File: config.mk
export PLATFORM = sky130hd
export DESIGN_NAME = bus_shadow_counter
export DESIGN_NICKNAME = d
export VERILOG_FILES = /design/src/rtl/bsc_pkg.sv /design/src/rtl/bsc_bus_decode.sv /design/src/rtl/bsc_temp_reg.sv /design/src/rtl/bsc_count_core.sv /design/src/rtl/bsc_ovf_flag.sv /design/src/rtl/bus_shadow_counter.sv
export SDC_FILE = /design/constraint.sdc
export NUM_CORES = 1
export LEC_CHECK = 0
export ABC_AREA = 1
export BUFFER_PORTS_ARGS = -buffer_cell sky130_fd_sc_hd__buf_2
export CORE_MARGIN = 2
export CORE_UTILIZATION = 35
export DETAILED_ROUTE_END_ITERATION = 8
export PLACE_DENSITY = 0.58
export SLEW_MARGIN = 20
export SYNTH_ARGS = -nofsm -noshare
export SYNTH_HDL_FRONTEND = slang
export SYNTH_SLANG_ARGS = --single-unit
export TNS_END_PERCENT = 1
File: constraint.sdc
create_clock -name clk -period 2.62 [get_ports clk]
set_input_delay 0.131 -clock clk [delete_from_list [all_inputs] [get_ports clk]]
set_output_delay 0.131 -clock clk [all_outputs]
set_load 0.02 [all_outputs]
File: src/rtl/bsc_pkg.sv
`timescale 1ns/1ps
package bsc_pkg;

    // Operation applied to the count register on the coming edge
    typedef enum logic [2:0] {
        OP_HOLD,
        OP_LOAD,
        OP_CLEAR,
        OP_INC,
        OP_WRAP,
        OP_DEC
    } cnt_op_e;

    // Which byte location the current bus cycle targets
    typedef enum logic [1:0] {
        SEL_NONE,
        SEL_LO,
        SEL_HI,
        SEL_FLAG
    } bus_sel_e;

endpackage

File: src/rtl/bsc_bus_decode.sv
`timescale 1ns/1ps
module bsc_bus_decode
    import bsc_pkg::*;
#(
    parameter int unsigned ADDR_W    = 2,
    parameter int unsigned DATA_W    = 8,
    parameter int unsigned ADDR_LO   = 0,
    parameter int unsigned ADDR_HI   = 1,
    parameter int unsigned ADDR_FLAG = 2
) (
    input  logic [ADDR_W-1:0] bus_addr,
    input  logic              bus_wr,
    input  logic              bus_rd,
    input  logic [DATA_W-1:0] bus_wdata,
    input  logic [DATA_W-1:0] cnt_lo,
    input  logic [DATA_W-1:0] temp_q,
    input  logic              ovf_q,
    output logic              lo_wr,
    output logic              lo_rd,
    output logic              hi_wr,
    output logic              flag_clr,
    output logic [DATA_W-1:0] bus_rdata
);

    bus_sel_e sel;

    always_comb begin
        if (bus_addr == ADDR_W'(ADDR_LO)) begin
            sel = SEL_LO;
        end else if (bus_addr == ADDR_W'(ADDR_HI)) begin
            sel = SEL_HI;
        end else if (bus_addr == ADDR_W'(ADDR_FLAG)) begin
            sel = SEL_FLAG;
        end else begin
            sel = SEL_NONE;
        end
    end

    always_comb begin
        lo_wr     = 1'b0;
        lo_rd     = 1'b0;
        hi_wr     = 1'b0;
        flag_clr  = 1'b0;
        bus_rdata = '0;
        unique case (sel)
            SEL_LO: begin
                lo_wr = bus_wr;
                lo_rd = bus_rd;
                if (bus_rd) bus_rdata = cnt_lo;
            end
            SEL_HI: begin
                hi_wr = bus_wr;
                if (bus_rd) bus_rdata = temp_q;
            end
            SEL_FLAG: begin
                flag_clr = bus_wr & bus_wdata[0];
                if (bus_rd) bus_rdata = DATA_W'(ovf_q);
            end
            SEL_NONE: begin
                bus_rdata = '0;
            end
        endcase
    end

endmodule

File: src/rtl/bsc_temp_reg.sv
`timescale 1ns/1ps
module bsc_temp_reg #(
    parameter int unsigned DATA_W = 8
) (
    input  logic              clk,
    input  logic              rst_n,
    input  logic              hi_wr,
    input  logic              lo_rd,
    input  logic [DATA_W-1:0] wdata,
    input  logic [DATA_W-1:0] cnt_hi,
    output logic [DATA_W-1:0] temp_q
);

    logic [DATA_W-1:0] temp_d;

    always_comb begin
        temp_d = temp_q;
        if (hi_wr) begin
            temp_d = wdata;
        end else if (lo_rd) begin
            temp_d = cnt_hi;
        end
    end

    always_ff @(posedge clk or negedge rst_n) begin
        if (!rst_n) temp_q <= '0;
        else        temp_q <= temp_d;
    end

endmodule

File: src/rtl/bsc_count_core.sv
`timescale 1ns/1ps
module bsc_count_core
    import bsc_pkg::*;
#(
    parameter int unsigned CNT_W  = 16,
    parameter int unsigned CSEL_W = 3
) (
    input  logic              clk,
    input  logic              rst_n,
    input  logic              tick_en,
    input  logic [CSEL_W-1:0] clk_sel,
    input  logic              count_down,
    input  logic              count_clear,
    input  logic [CNT_W-1:0]  top_value,
    input  logic              lo_wr,
    input  logic [CNT_W-1:0]  load_value,
    output logic [CNT_W-1:0]  cnt_q,
    output logic              ovf_event,
    output logic              at_top,
    output logic              at_bottom
);

    localparam logic [CNT_W-1:0] CNT_MAX = '1;

    cnt_op_e          op;
    logic             tick_live;
    logic [CNT_W-1:0] cnt_d;

    assign tick_live = tick_en && (clk_sel != '0);

    // Operation selection in priority order
    always_comb begin
        if (lo_wr) begin
            op = OP_LOAD;
        end else if (!tick_live) begin
            op = OP_HOLD;
        end else if (count_clear) begin
            op = OP_CLEAR;
        end else if (count_down) begin
            op = OP_DEC;
        end else if ((cnt_q == top_value) || (cnt_q == CNT_MAX)) begin
            op = OP_WRAP;
        end else begin
            op = OP_INC;
        end
    end

    always_comb begin
        unique case (op)
            OP_HOLD:  cnt_d = cnt_q;
            OP_LOAD:  cnt_d = load_value;
            OP_CLEAR: cnt_d = '0;
            OP_INC:   cnt_d = cnt_q + 1'b1;
            OP_WRAP:  cnt_d = '0;
            OP_DEC:   cnt_d = cnt_q - 1'b1;
            default:  cnt_d = cnt_q;
        endcase
    end

    always_ff @(posedge clk or negedge rst_n) begin
        if (!rst_n) cnt_q <= '0;
        else        cnt_q <= cnt_d;
    end

    assign ovf_event = (op == OP_WRAP) && (cnt_q == CNT_MAX);
    assign at_top    = (cnt_q == top_value);
    assign at_bottom = (cnt_q == '0);

endmodule

File: src/rtl/bsc_ovf_flag.sv
`timescale 1ns/1ps
module bsc_ovf_flag (
    input  logic clk,
    input  logic rst_n,
    input  logic set_evt,
    input  logic clr_req,
    output logic ovf_q
);

    always_ff @(posedge clk or negedge rst_n) begin
        if (!rst_n)       ovf_q <= 1'b0;
        else if (set_evt) ovf_q <= 1'b1;
        else if (clr_req) ovf_q <= 1'b0;
    end

endmodule

File: src/rtl/bus_shadow_counter.sv
`timescale 1ns/1ps
module bus_shadow_counter #(
    parameter int unsigned DATA_W    = 8,
    parameter int unsigned ADDR_W    = 2,
    parameter int unsigned CSEL_W    = 3,
    parameter int unsigned ADDR_LO   = 0,
    parameter int unsigned ADDR_HI   = 1,
    parameter int unsigned ADDR_FLAG = 2
) (
    input  logic                clk,
    input  logic                rst_n,
    input  logic                tick_en,
    input  logic [CSEL_W-1:0]   clk_sel,
    input  logic                count_down,
    input  logic                count_clear,
    input  logic [2*DATA_W-1:0] top_value,
    input  logic [ADDR_W-1:0]   bus_addr,
    input  logic                bus_wr,
    input  logic                bus_rd,
    input  logic [DATA_W-1:0]   bus_wdata,
    output logic [DATA_W-1:0]   bus_rdata,
    output logic [2*DATA_W-1:0] cnt_value,
    output logic                at_top,
    output logic                at_bottom,
    output logic                ovf_irq
);

    localparam int unsigned CNT_W = 2 * DATA_W;

    logic              lo_wr;
    logic              lo_rd;
    logic              hi_wr;
    logic              flag_clr;
    logic              ovf_event;
    logic [DATA_W-1:0] temp_q;
    logic [CNT_W-1:0]  cnt_q;

    bsc_bus_decode #(
        .ADDR_W    (ADDR_W),
        .DATA_W    (DATA_W),
        .ADDR_LO   (ADDR_LO),
        .ADDR_HI   (ADDR_HI),
        .ADDR_FLAG (ADDR_FLAG)
    ) u_decode (
        .bus_addr  (bus_addr),
        .bus_wr    (bus_wr),
        .bus_rd    (bus_rd),
        .bus_wdata (bus_wdata),
        .cnt_lo    (cnt_q[DATA_W-1:0]),
        .temp_q    (temp_q),
        .ovf_q     (ovf_irq),
        .lo_wr     (lo_wr),
        .lo_rd     (lo_rd),
        .hi_wr     (hi_wr),
        .flag_clr  (flag_clr),
        .bus_rdata (bus_rdata)
    );

    bsc_temp_reg #(
        .DATA_W (DATA_W)
    ) u_temp (
        .clk    (clk),
        .rst_n  (rst_n),
        .hi_wr  (hi_wr),
        .lo_rd  (lo_rd),
        .wdata  (bus_wdata),
        .cnt_hi (cnt_q[CNT_W-1:DATA_W]),
        .temp_q (temp_q)
    );

    bsc_count_core #(
        .CNT_W  (CNT_W),
        .CSEL_W (CSEL_W)
    ) u_core (
        .clk         (clk),
        .rst_n       (rst_n),
        .tick_en     (tick_en),
        .clk_sel     (clk_sel),
        .count_down  (count_down),
        .count_clear (count_clear),
        .top_value   (top_value),
        .lo_wr       (lo_wr),
        .load_value  ({temp_q, bus_wdata}),
        .cnt_q       (cnt_q),
        .ovf_event   (ovf_event),
        .at_top      (at_top),
        .at_bottom   (at_bottom)
    );

    bsc_ovf_flag u_flag (
        .clk     (clk),
        .rst_n   (rst_n),
        .set_evt (ovf_event),
        .clr_req (flag_clr),
        .ovf_q   (ovf_irq)
    );

    assign cnt_value = cnt_q;

endmodule

# Yosys cells after proc, flatten, opt, wreduce, memory -nomap -nowiden
# Cells that the tools add are included.
# word_totals
register_bits	25
in_bits	36
output_inout_bits	27
elab_cells	50
# classes
n_addsub	2
n_eq_ne	12
mux	21
bitwise_logic	1
n_reduce_logical	11
# ops
operator	n
$pmux 16 s4	1
$mux 8	4
$pmux 8 s4	1
$add 16x1->16 const B	1
$eq 16x16->1	1
$eq 16x16->1 const B	1
$logic_not 16->1	1
$sub 16x1->16 const B	1
$mux 3	5
$mux 1	7
$eq 2x2->1 const B	3
$eq 3x2->1 const B	2
$eq 3x3->1 const B	2
$mux 2	3
$eq 2x1->1 const B	2
$logic_not 2->1	2
$reduce_bool 2->1	2
$reduce_bool 4->1	1
$eq 3x1->1 const B	1
$reduce_bool 3->1	1
$logic_and 1x1->1	2
$reduce_or 2->1	1
$and 1x1->1	1
$logic_or 1x1->1	1

# Depth between registers and ports, before layout
# Gate-level depths: netlist of the first run.
# depth
word_depth	10
depth_mapped	24
mapped_depth_nobuf	24

# Hierarchy
# From an unflattened synthesis of the first run, not the netlist that was laid out.
# hier_totals
hier_cells	393
hier_area_um2	2567.5
# modules_own_cells
mod	instances	cells_each	area_per_inst_um2	seq_area_each_um2
bsc_count_core	1	300	1950.6	400.4
bsc_temp_reg	1	44	374.1	200.2
bsc_bus_decode	1	44	202.7	0.0
bsc_ovf_flag	1	5	40.0	25.0

# Least setup slack after synthesis of the first run
# OpenSTA, ideal clock, no wires.
# synth_timing
path_type	register to register
from	register u_core.cnt_q[0]
to	register u_core.cnt_q[6]
setup_ns	0.130
arrival_time_ns	2.735
required_time_ns	2.490
path_slack_ns	-0.245
path_stages_with_launch	22
n_path_buf	0
period_less_slack_ns	2.865
path_cell_list	dfrtp_1 > inv_2 > nand2_1 > nand2_1 > nor2_1 > nand2_1 > nor2_2 > nand2_2 > nand3_1 > nand3_2 > inv_1 > ha_1 > nand2_1 > inv_1 > o21ai_1 > nand2_1 > inv_1 > o21a_1 > inv_2 > or2_2 > nand3_1 > o211ai_1
# synth_between
elab_chain_cells	10
word_cells_on_any_way	18
classes_between	add/sub (2); eq/ne (7); mux (6); reduce/logical (3)
# synth_lines
element	line	source
start: declaration	bsc_count_core.sv:17	output logic [CNT_W-1:0] cnt_q,
start signal: assignment	bsc_count_core.sv:62	else cnt_q <= cnt_d;
$eq 16x16->1	bsc_count_core.sv:41	end else if ((cnt_q == top_value) || (cnt_q == CNT_MAX)) begin
$logic_or 1x1->1	bsc_count_core.sv:41	
$mux 3	bsc_count_core.sv:41	
$mux 3	bsc_count_core.sv:39	end else if (count_down) begin
$mux 3	bsc_count_core.sv:37	end else if (count_clear) begin
$mux 3	bsc_count_core.sv:35	end else if (!tick_live) begin
$mux 3	bsc_count_core.sv:33	if (lo_wr) begin
$eq 3x2->1 or $eq 3x3->1 (tied branches)	bsc_count_core.sv:49	unique case (op)
$reduce_or 2->1 (no line)	-	
$pmux 16 s4 or $reduce_bool 4->1 (tied branches)	-	
# Several ways; a longest one is shown, not always the timed one.
# A chain may end at the register's enable or synchronous reset.

# Worst setup path after layout of the first run
# layout_timing
from	register u_core.cnt_q[9]
to	register u_core.cnt_q[6]
# layout_between
elab_chain_cells	10
word_cells_on_any_way	16
classes_between	eq/ne (7); mux (6); reduce/logical (3)
# layout_lines
element	line
$eq 16x16->1	bsc_count_core.sv:41
$logic_or 1x1->1 (*)	bsc_count_core.sv:41
$mux 3 (*)	bsc_count_core.sv:41
$mux 3 (*)	bsc_count_core.sv:39
$mux 3 (*)	bsc_count_core.sv:37
$mux 3 (*)	bsc_count_core.sv:35
$mux 3 (*)	bsc_count_core.sv:33
$eq 3x2->1 or $eq 3x3->1 (tied branches)	bsc_count_core.sv:49
$reduce_or 2->1 (no line)	-
$pmux 16 s4 or $reduce_bool 4->1 (tied branches)	-
# Every way passes the cells marked *; elsewhere a longest branch is shown, timed or not.

==> metrics.txt, run 1 <==
Min-Delay Path Class in2reg; Final Skew 10.1 ps; final core area utilization between 50% and 60%; tightest slew margin relative to the limit 59.2%; initial core utilization 35.7%; P_leak 0.00188 uW; arrival time reported for the critical path endpoint 3210 ps; aggregate routed wire length 8.87 mm; nets@finish 554; ratio of total power to cell area 480 nW/um^2; reg-to-reg setup timing slack -420 ps; Avg Cell Area, Syn 6.53 um^2; top-level I/O count 63; Syn-to-layout area delta 50.4%; row count 30; capture point of the worst reg-to-reg path u_core.cnt_q[6]; routed via count between 3k and 4k; clock root buffer sky130_fd_sc_hd__clkbuf_8; Hold Fails Final Rpt 0; depth of the worst register-to-register path 20; number of buffers inserted during clock tree synthesis 3; max-slew violation count 0; number of fill cells in the layout 682; number of antenna violations at the first check in global routing 0; Synth Warn # 0; area of the mapped netlist 2380 um^2; wire length of the first global-routing pass 13.7 mm; Slew @ Worst Pin 611 ps; die area 7490 um^2; overall routing resource usage 23.6%; Setup Total Neg Slack -3620 ps; Cells after Synth 365; clk_lat worst skew about 290 ps; critical path type reg2reg; CTS clock-pin slew for the worst setup and hold paths 120 ps; core region area 6680 um^2; cell count of the worst hold path 2; number of global-route vias before repair between 2k and 3k; Critical Path Sink Type flip-flop; Mapped Nets 416; Synth async-reset ratio 100%; CTS H-Tree Depth 1; outcome finished with violations; Data required, critical path 2790 ps; count of distinct cell types in the synthesized netlist 40; vias per cell 5.27; #FFs+latches synth 25; gr ovfl total 0; maximum number of pins on one net before global-route repair 26; fraction of the yosys area taken by sequential cells 26.2%; number of cells after detailed placement roughly 570; TritonCTS clock tree built; sort of element at the start of the critical path flip-flop; unrepaired setup endpoints after global routing true; Critical R2R Launch u_core.cnt_q[9]; f_max between 300 and 400 MHz; number of buffers between clock root and the deepest sink 2; startpoint of the most critical setup path u_core.cnt_q[9]; Die Wd between 80 and 90 um; Setup-failing EPs final 13; shortest period the worst path allows 3040 ps; fraction of layout instances using a drive strength above 1 43.6%; port buffer count between 60 and 70; endpoint of the worst setup timing path u_core.cnt_q[6]; Final GP Congestion 0.932; most common flop cell mapped by yosys sky130_fd_sc_hd__dfrtp_1; post-detailed-route DRC marker count 0; Num Clock Sinks 25; post-route fraction of the period consumed by the critical path 116%; number of maximum-capacitance constraint violations 0; Starting DRT DRC Count 162; number of standard cells in the layout, taps in and fillers out 582; die height roughly 87 um; Antenna Diode Count 0; antenna violation net count after detailed routing 0; HPWL Detailed 6.90 mm; violated checks setup timing; maximum VDD drop 0.258 mV; WL/cell 15.2 um; Initial DRT Pass Iterations 5; least setup slack across all paths after layout -425 ps; number of flops mapped to enable cells by yosys 0; highest net fanout along the worst path 12
## synthesized netlist by cell type, types with 2 or more instances
cell / instances / area, um^2
sky130_fd_sc_hd__ha_1: 14 / 175
sky130_fd_sc_hd__nand2_4: 2 / 22.5
sky130_fd_sc_hd__nand2_1: 95 / 357
sky130_fd_sc_hd__inv_1: 38 / 143
sky130_fd_sc_hd__nand2_2: 3 / 18.8
sky130_fd_sc_hd__o21a_1: 2 / 15.0
sky130_fd_sc_hd__nand3_1: 11 / 55.1
sky130_fd_sc_hd__nand4_1: 12 / 75.1
sky130_fd_sc_hd__nor2_4: 2 / 22.5
sky130_fd_sc_hd__dfrtp_1: 25 / 626
sky130_fd_sc_hd__a31oi_1: 2 / 12.5
sky130_fd_sc_hd__nand3_2: 2 / 20.0
sky130_fd_sc_hd__o21ai_1: 3 / 15.0
sky130_fd_sc_hd__nor2_1: 23 / 86.3
sky130_fd_sc_hd__o211ai_1: 3 / 22.5
sky130_fd_sc_hd__or2_2: 2 / 12.5
sky130_fd_sc_hd__a21oi_1: 20 / 100
sky130_fd_sc_hd__a22oi_1: 12 / 90.1
sky130_fd_sc_hd__nor2_2: 3 / 18.8
sky130_fd_sc_hd__inv_2: 19 / 71.3
sky130_fd_sc_hd__clkbuf_1: 5 / 18.8
sky130_fd_sc_hd__o22ai_1: 7 / 43.8
sky130_fd_sc_hd__o21ai_0: 43 / 215
## through the flow
step           hold slack (ps)  power (uW)  setup WS, ps  cell area (um^2)
5_1_grt                   41.9        1830          -629              3590
4_1_cts                   41.9        1680          -307              3520
6_report                  42.9        1720          -425              3590
2_1_floorplan             -165         945          -178              2410
3_5_place_dp               177        1360          -542              3290
3_3_place_gp               184        1350          -470              3290
## state kept, by name, summed over array words and instances, names as in the netlist
| name | flops |
|---|---|
| u_core.cnt_q | 16 |
| u_temp.temp_q | 8 |
| u_flag.ovf_q | 1 |
## where the power goes
group / internal (uW) / leakage (uW) / switching (uW)
registers: 455 / 0.000283 / 62.9
logic: 416 / 0.00157 / 516
clock network: 112 / 0.0000261 / 160
total: 983 / 0.00188 / 739
## final cells by class
type                       count  area [um^2]  share of cell area [%]
clock buffer                   3         41.3                    1.15
clock inverter                 1         8.76                   0.244
inverter                      57          218                    6.07
multi-input combinational    277         1670                    46.5
sequential                    25          646                    18.0
tap                           80          100                    2.79
timing repair buffer         139          907                    25.3
## logic make-up after synthesis
logic type | Yosys count | share of synthesized area [%]
flip-flops | 25 | 26.2
adder cells (fa/ha/maj) | 15 | 8.18
AND/OR/NAND/NOR | 159 | 29.9
AO/OA/AOI/OAI | 101 | 24.7
XOR/XNOR | 2 | 0.735
buffers and inverters | 63 | 10.2
## how the worst min path moves through the flow
| stage | start | end | slack, ps |
|---|---|---|---|
| 2_1_floorplan | rst_n | u_core.cnt_q[0] | -160 |
| 3_3_place_gp | rst_n | u_flag.ovf_q | 180 |
| 3_5_place_dp | rst_n | u_flag.ovf_q | 180 |
| 4_1_cts | count_down | u_flag.ovf_q | 40 |
| 5_1_grt | count_down | u_flag.ovf_q | 40 |
| 6_report | count_down | u_flag.ovf_q | 40 |
## metal layers
layer	up-vias	global-route usage [%]	part of all wire [%]
li1	1515	-	-
met1	1419	31.9	44
met2	120	39.2	48
met3	16	2.76	5.5
met4	0	7.81	2.3
met5	-	0	0
## cells in the final DEF, fill, tap and decap left out, types with 6 or more instances in the layout
master and count:
sky130_fd_sc_hd__a21oi_1 15, sky130_fd_sc_hd__a21oi_2 6, sky130_fd_sc_hd__a22oi_1 10, sky130_fd_sc_hd__buf_2 62, sky130_fd_sc_hd__buf_4 74, sky130_fd_sc_hd__dfrtp_1 9
sky130_fd_sc_hd__dfrtp_2 16, sky130_fd_sc_hd__ha_1 10, sky130_fd_sc_hd__inv_1 37, sky130_fd_sc_hd__inv_2 19, sky130_fd_sc_hd__nand2_1 93, sky130_fd_sc_hd__nand3_1 8
sky130_fd_sc_hd__nand4_1 12, sky130_fd_sc_hd__nor2_1 19, sky130_fd_sc_hd__nor2_2 7, sky130_fd_sc_hd__o21ai_0 40, sky130_fd_sc_hd__o22ai_1 7
## worst max-delay path: stages, from the launching register on
cell and delay [ps]:
sky130_fd_sc_hd__dfrtp_2 420, sky130_fd_sc_hd__buf_4 120, sky130_fd_sc_hd__nand4_1 120, sky130_fd_sc_hd__nor2_1 150, sky130_fd_sc_hd__nand2_1 150, sky130_fd_sc_hd__nand2_2 120
sky130_fd_sc_hd__nand2_4 60, sky130_fd_sc_hd__nand3_4 70, sky130_fd_sc_hd__clkinvlp_4 120, sky130_fd_sc_hd__buf_12 170, sky130_fd_sc_hd__fa_2 340, sky130_fd_sc_hd__nand2_1 60
sky130_fd_sc_hd__inv_1 50, sky130_fd_sc_hd__o21ai_1 110, sky130_fd_sc_hd__nand2_1 110, sky130_fd_sc_hd__inv_1 80, sky130_fd_sc_hd__o21a_1 130, sky130_fd_sc_hd__inv_2 60
sky130_fd_sc_hd__or2_2 290, sky130_fd_sc_hd__nand3_2 80, sky130_fd_sc_hd__o211ai_1 100
## repair_timing
item	in CTS	in global routing
setup endpoints to repair	13	14
resized for setup	16	14
endpoints found under the hold margin	25	0
pin swaps	5	6
hold buffers	1	0
buffers inserted	8	2
No activity file was read; power rests on OpenSTA's default activity.
==> run 2, diff against run 1 <==
- CORE_MARGIN: 2 -> 4
- PLACE_DENSITY: 0.58 -> 0.57
- REMOVE_ABC_BUFFERS: default -> 1
- SYNTH_HIERARCHICAL: default -> 1
==> run 2 against run 1 <==
- the run still ends with setup timing left
- worst hold slack better by 51 ps
- total power is 1.7% higher
- via count is 3.2% higher
- register-to-register slack better by 40 ps
- sequential share of layout area is 2.3 points lower
- critical endpoint is now u_core/cnt_q[15]
- largest cell class unchanged
==> metrics.txt, run 2 <==
Num Clock Sinks 25 (unchanged); clock root buffer sky130_fd_sc_hd__clkbuf_8; die height 93.7 um (+8.2%); Critical R2R Launch u_core/cnt_q[4]; nets@finish 595 (+7.4%); antenna violation net count after detailed routing 0 (unchanged); fraction of layout instances using a drive strength above 1 47.1% (+3.5 points); clk_lat worst skew 280 ps (about the same); Cells after Synth 393 (+7.7%); WL/cell 14.6 um (-4.1%); number of buffers inserted during clock tree synthesis 3 (unchanged); most flop-heavy register u_core/cnt_q; top flop regs u_core/cnt_q (16), u_temp/temp_q (8), u_flag/ovf_q (1); Synth Warn # 6 (+6); outcome finished with violations; HPWL Detailed 7.23 mm (+4.8%); shortest period the worst path allows 3000 ps (-39.9 ps); Largest stage delay, worst path 420 ps (about the same); most repeated cell in the gate-level netlist after synthesis sky130_fd_sc_hd__nand2_1; port buffer count 62 (unchanged); number of flops mapped to enable cells by yosys 0 (unchanged); Largest register FFs 16 (unchanged); vias per cell 4.96 (-6.0%); number of standard cells in the layout, taps in and fillers out 639 (+9.8%); core region area 6940 um^2 (+3.9%); sort of element at the start of the critical path flip-flop; cell count of the worst hold path 3 (+1); capture point of the worst reg-to-reg path u_core/cnt_q[15]; post-detailed-route DRC marker count 0 (unchanged); sink of the worst hold path u_temp/temp_q[1]; routed via count 3,167 (+3.2%); top routing layer in use met4; count of distinct cell types in the synthesized netlist 39 (-2.5%); Slew @ Worst Pin 727 ps (+115 ps); wire length on met3 574 um (+18%); critical path's slowest cell sky130_fd_sc_hd__dfrtp_1; violated checks setup timing; Critical Path Sink Type flip-flop; number of maximum-capacitance constraint violations 0 (unchanged); maximum number of pins on one net before global-route repair 26 (unchanged); largest cells by area after synthesis sky130_fd_sc_hd__dfrtp_1, sky130_fd_sc_hd__nand2_1, sky130_fd_sc_hd__inv_1, sky130_fd_sc_hd__nand3_1, sky130_fd_sc_hd__ha_1; f_max 333 MHz (+1.3%); CP Depth 21 (+5.0%); M1 wire length 4.04 mm (+2.9%); Setup-failing EPs final 12 (-1); Min-Delay Path Class in2reg; dominant delay contributor by cell family on the critical path simple AND/OR/NAND/NOR gates; #FFs+latches synth 25 (unchanged); maximum VDD drop 0.286 mV (+11%); aggregate routed wire length 9.33 mm (+5.3%); wire length on met2 4.51 mm (+6.0%); max-slew violation count 0 (unchanged); unrepaired setup endpoints after global routing true; buffering stage count on the worst path with inverters included 5 (-1); gr ovfl total 0 (unchanged); top cells by instance count after synthesis sky130_fd_sc_hd__nand2_1, sky130_fd_sc_hd__inv_1, sky130_fd_sc_hd__nand3_1; number of fill cells in the layout 700 (+2.6%); overall routing resource usage 21.1% (-2.4 points); critical path type reg2reg; Synth async-reset ratio 100% (unchanged); CTS H-Tree Depth 1 (unchanged); CTS clock-pin slew for the worst setup and hold paths 110 ps (about the same); tightest slew margin relative to the limit 51.4% (-7.9 points); number of buffers between clock root and the deepest sink 2 (unchanged); area of the mapped netlist 2570 um^2 (+7.7%); Antenna Diode Count 0 (unchanged); Final GP Congestion 0.885 (-5.1%); Overall Power 1750 uW (+1.7%); TritonCTS clock tree built; Initial DRT Pass Iterations 5 (unchanged); most common cell after layout, fill and taps aside sky130_fd_sc_hd__nand2_1; Hold Fails Final Rpt 0 (unchanged); highest net fanout along the worst path 8 (-4); Final Skew 5.08 ps (-5.01 ps); number of antenna violations at the first check in global routing 0 (unchanged); Starting DRT DRC Count 213 (+31%); Worst path most repeated cell sky130_fd_sc_hd__nand2_1; arrival time reported for the critical path endpoint 3190 ps (-20 ps); post-route fraction of the period consumed by the critical path 115% (-1.5 points); most common flop cell mapped by yosys sky130_fd_sc_hd__dfrtp_1; highest-count cells in the layout ignoring fill and taps sky130_fd_sc_hd__nand2_1, sky130_fd_sc_hd__buf_4, sky130_fd_sc_hd__buf_2; least setup slack across all paths after layout -385 ps (+39.9 ps); Setup Slack @ Placement -573 ps (-31.1 ps); P_leak 0.00213 uW (+13%); Critical Path, Cell by Cell inv_2 > nand2_1 > nand2_1 > nor2_2 > nand2_1 > nor2_2 > nand2_2 > nand2_2 > nand2_4 > nand3_4 > clkinvlp_4 > buf_12 > buf_4 > ha_4 > nand2_1 > nor4_2 > a21oi_2 > inv_1 > nand3_1 > nand3_2 > a21oi_2; startpoint of the most critical setup path u_core/cnt_q[4]; Die Wd 93.7 um (+8.2%); Syn-to-layout area delta 55.1%; row count 30 (unchanged); library cell with the largest summed area after synthesis sky130_fd_sc_hd__dfrtp_1; number of global-route vias before repair 3,019 (+7.3%); initial core utilization 37.0% (+1.3 points); fraction of the yosys area taken by sequential cells 24.4% (-1.9 points); reg-to-reg setup timing slack -380 ps (+40 ps); top-area cell type share of the netlist area 24.4% (-1.9 points); min-delay src bus_wdata[1]; Avg Cell Area, Syn 6.53 um^2 (about the same); ratio of total power to cell area 440 nW/um^2 (-8.4%); Data required, critical path 2800 ps (about the same); number of cells after detailed placement 623 (+9.9%); wire length of the first global-routing pass 14.6 mm (+7.0%); depth of the worst register-to-register path 21 (+5.0%); die area 8770 um^2 (+17%); top-level I/O count 63 (unchanged)
-- run 2: power by group --
| group | internal [uW] | switching (uW) | total, uW |
|---|---|---|---|
| Combinational | 446 | 537 | 983 |
| Clock | 108 | 151 | 259 |
| Sequential | 446 | 62.8 | 509 |
| Total | 1000 | 751 | 1750 |
-- run 2: repair_timing --
| item | CTS | global route |
|---|---|---|
| pin swaps | 4 | 35 |
| buffers inserted | 6 | 6 |
| endpoints found under the setup margin | 14 | 14 |
| resized for setup | 15 | 50 |
| hold buffers | 1 | 0 |
| endpoints found under the hold margin | 25 | 0 |
-- run 2: worst max-delay path by stage --
stage | end | slack (ps)
after floorplan | u_core/cnt_q[13] | -360
after global placement | u_core/cnt_q[14] | -540
after detailed placement | u_core/cnt_q[14] | -570
after CTS | u_core/cnt_q[14] | -410
after global routing | u_core/cnt_q[13] | -610
final | u_core/cnt_q[15] | -380
-- run 2: worst register-to-register path: cells and delay by family (launching register included) --
family | cells | cell delay [ps]
buffers and inverters | 5 | 680
DFF | 1 | 420
and+or+nand+nor | 13 | 1370
AOI/OAI and AO/OA | 2 | 160
adders and majority gates | 1 | 290
-- run 2: per-stage QoR --
step	util [%]	TNS, ps	cell area [um^2]	hold slack [ps]
2_1_floorplan	-	-2290	2510	-165
3_3_place_gp	51.1	-5120	3550	178
3_5_place_dp	51.1	-5250	3550	187
4_1_cts	53.8	-3430	3730	90.7
5_1_grt	57.4	-5730	3980	96.4
6_report	57.4	-3290	3980	94.3
-- run 2: layout make-up --
class | count | area (um^2) | area share (%)
Clock buffer | 3 | 41.3 | 1.04
Timing Repair Buffer | 155 | 1030 | 26.0
Inverter | 64 | 244 | 6.13
Multi-Input combinational cell | 295 | 1910 | 47.9
Sequential cell | 25 | 626 | 15.7
Clock inverter | 1 | 7.51 | 0.189
Tap cell | 96 | 120 | 3.02
-- run 2: cell families after synthesis --
logic type	after synthesis	synth area share (%)
AOI/OAI and AO/OA	64	18.5
xor gates and xnor gates	3	1.02
adders and majority gates	15	7.60
buffers and inverters	73	11.7
DFF	25	24.4
and+or+nand+nor	213	36.8
-- run 2: routing by layer --
layer  track usage (%)  vias to the layer above
met2              35.6                      114
met4              5.54                        0
met1              28.5                     1439
met3              2.72                       14
met5                 0                        -
li1                  -                     1600
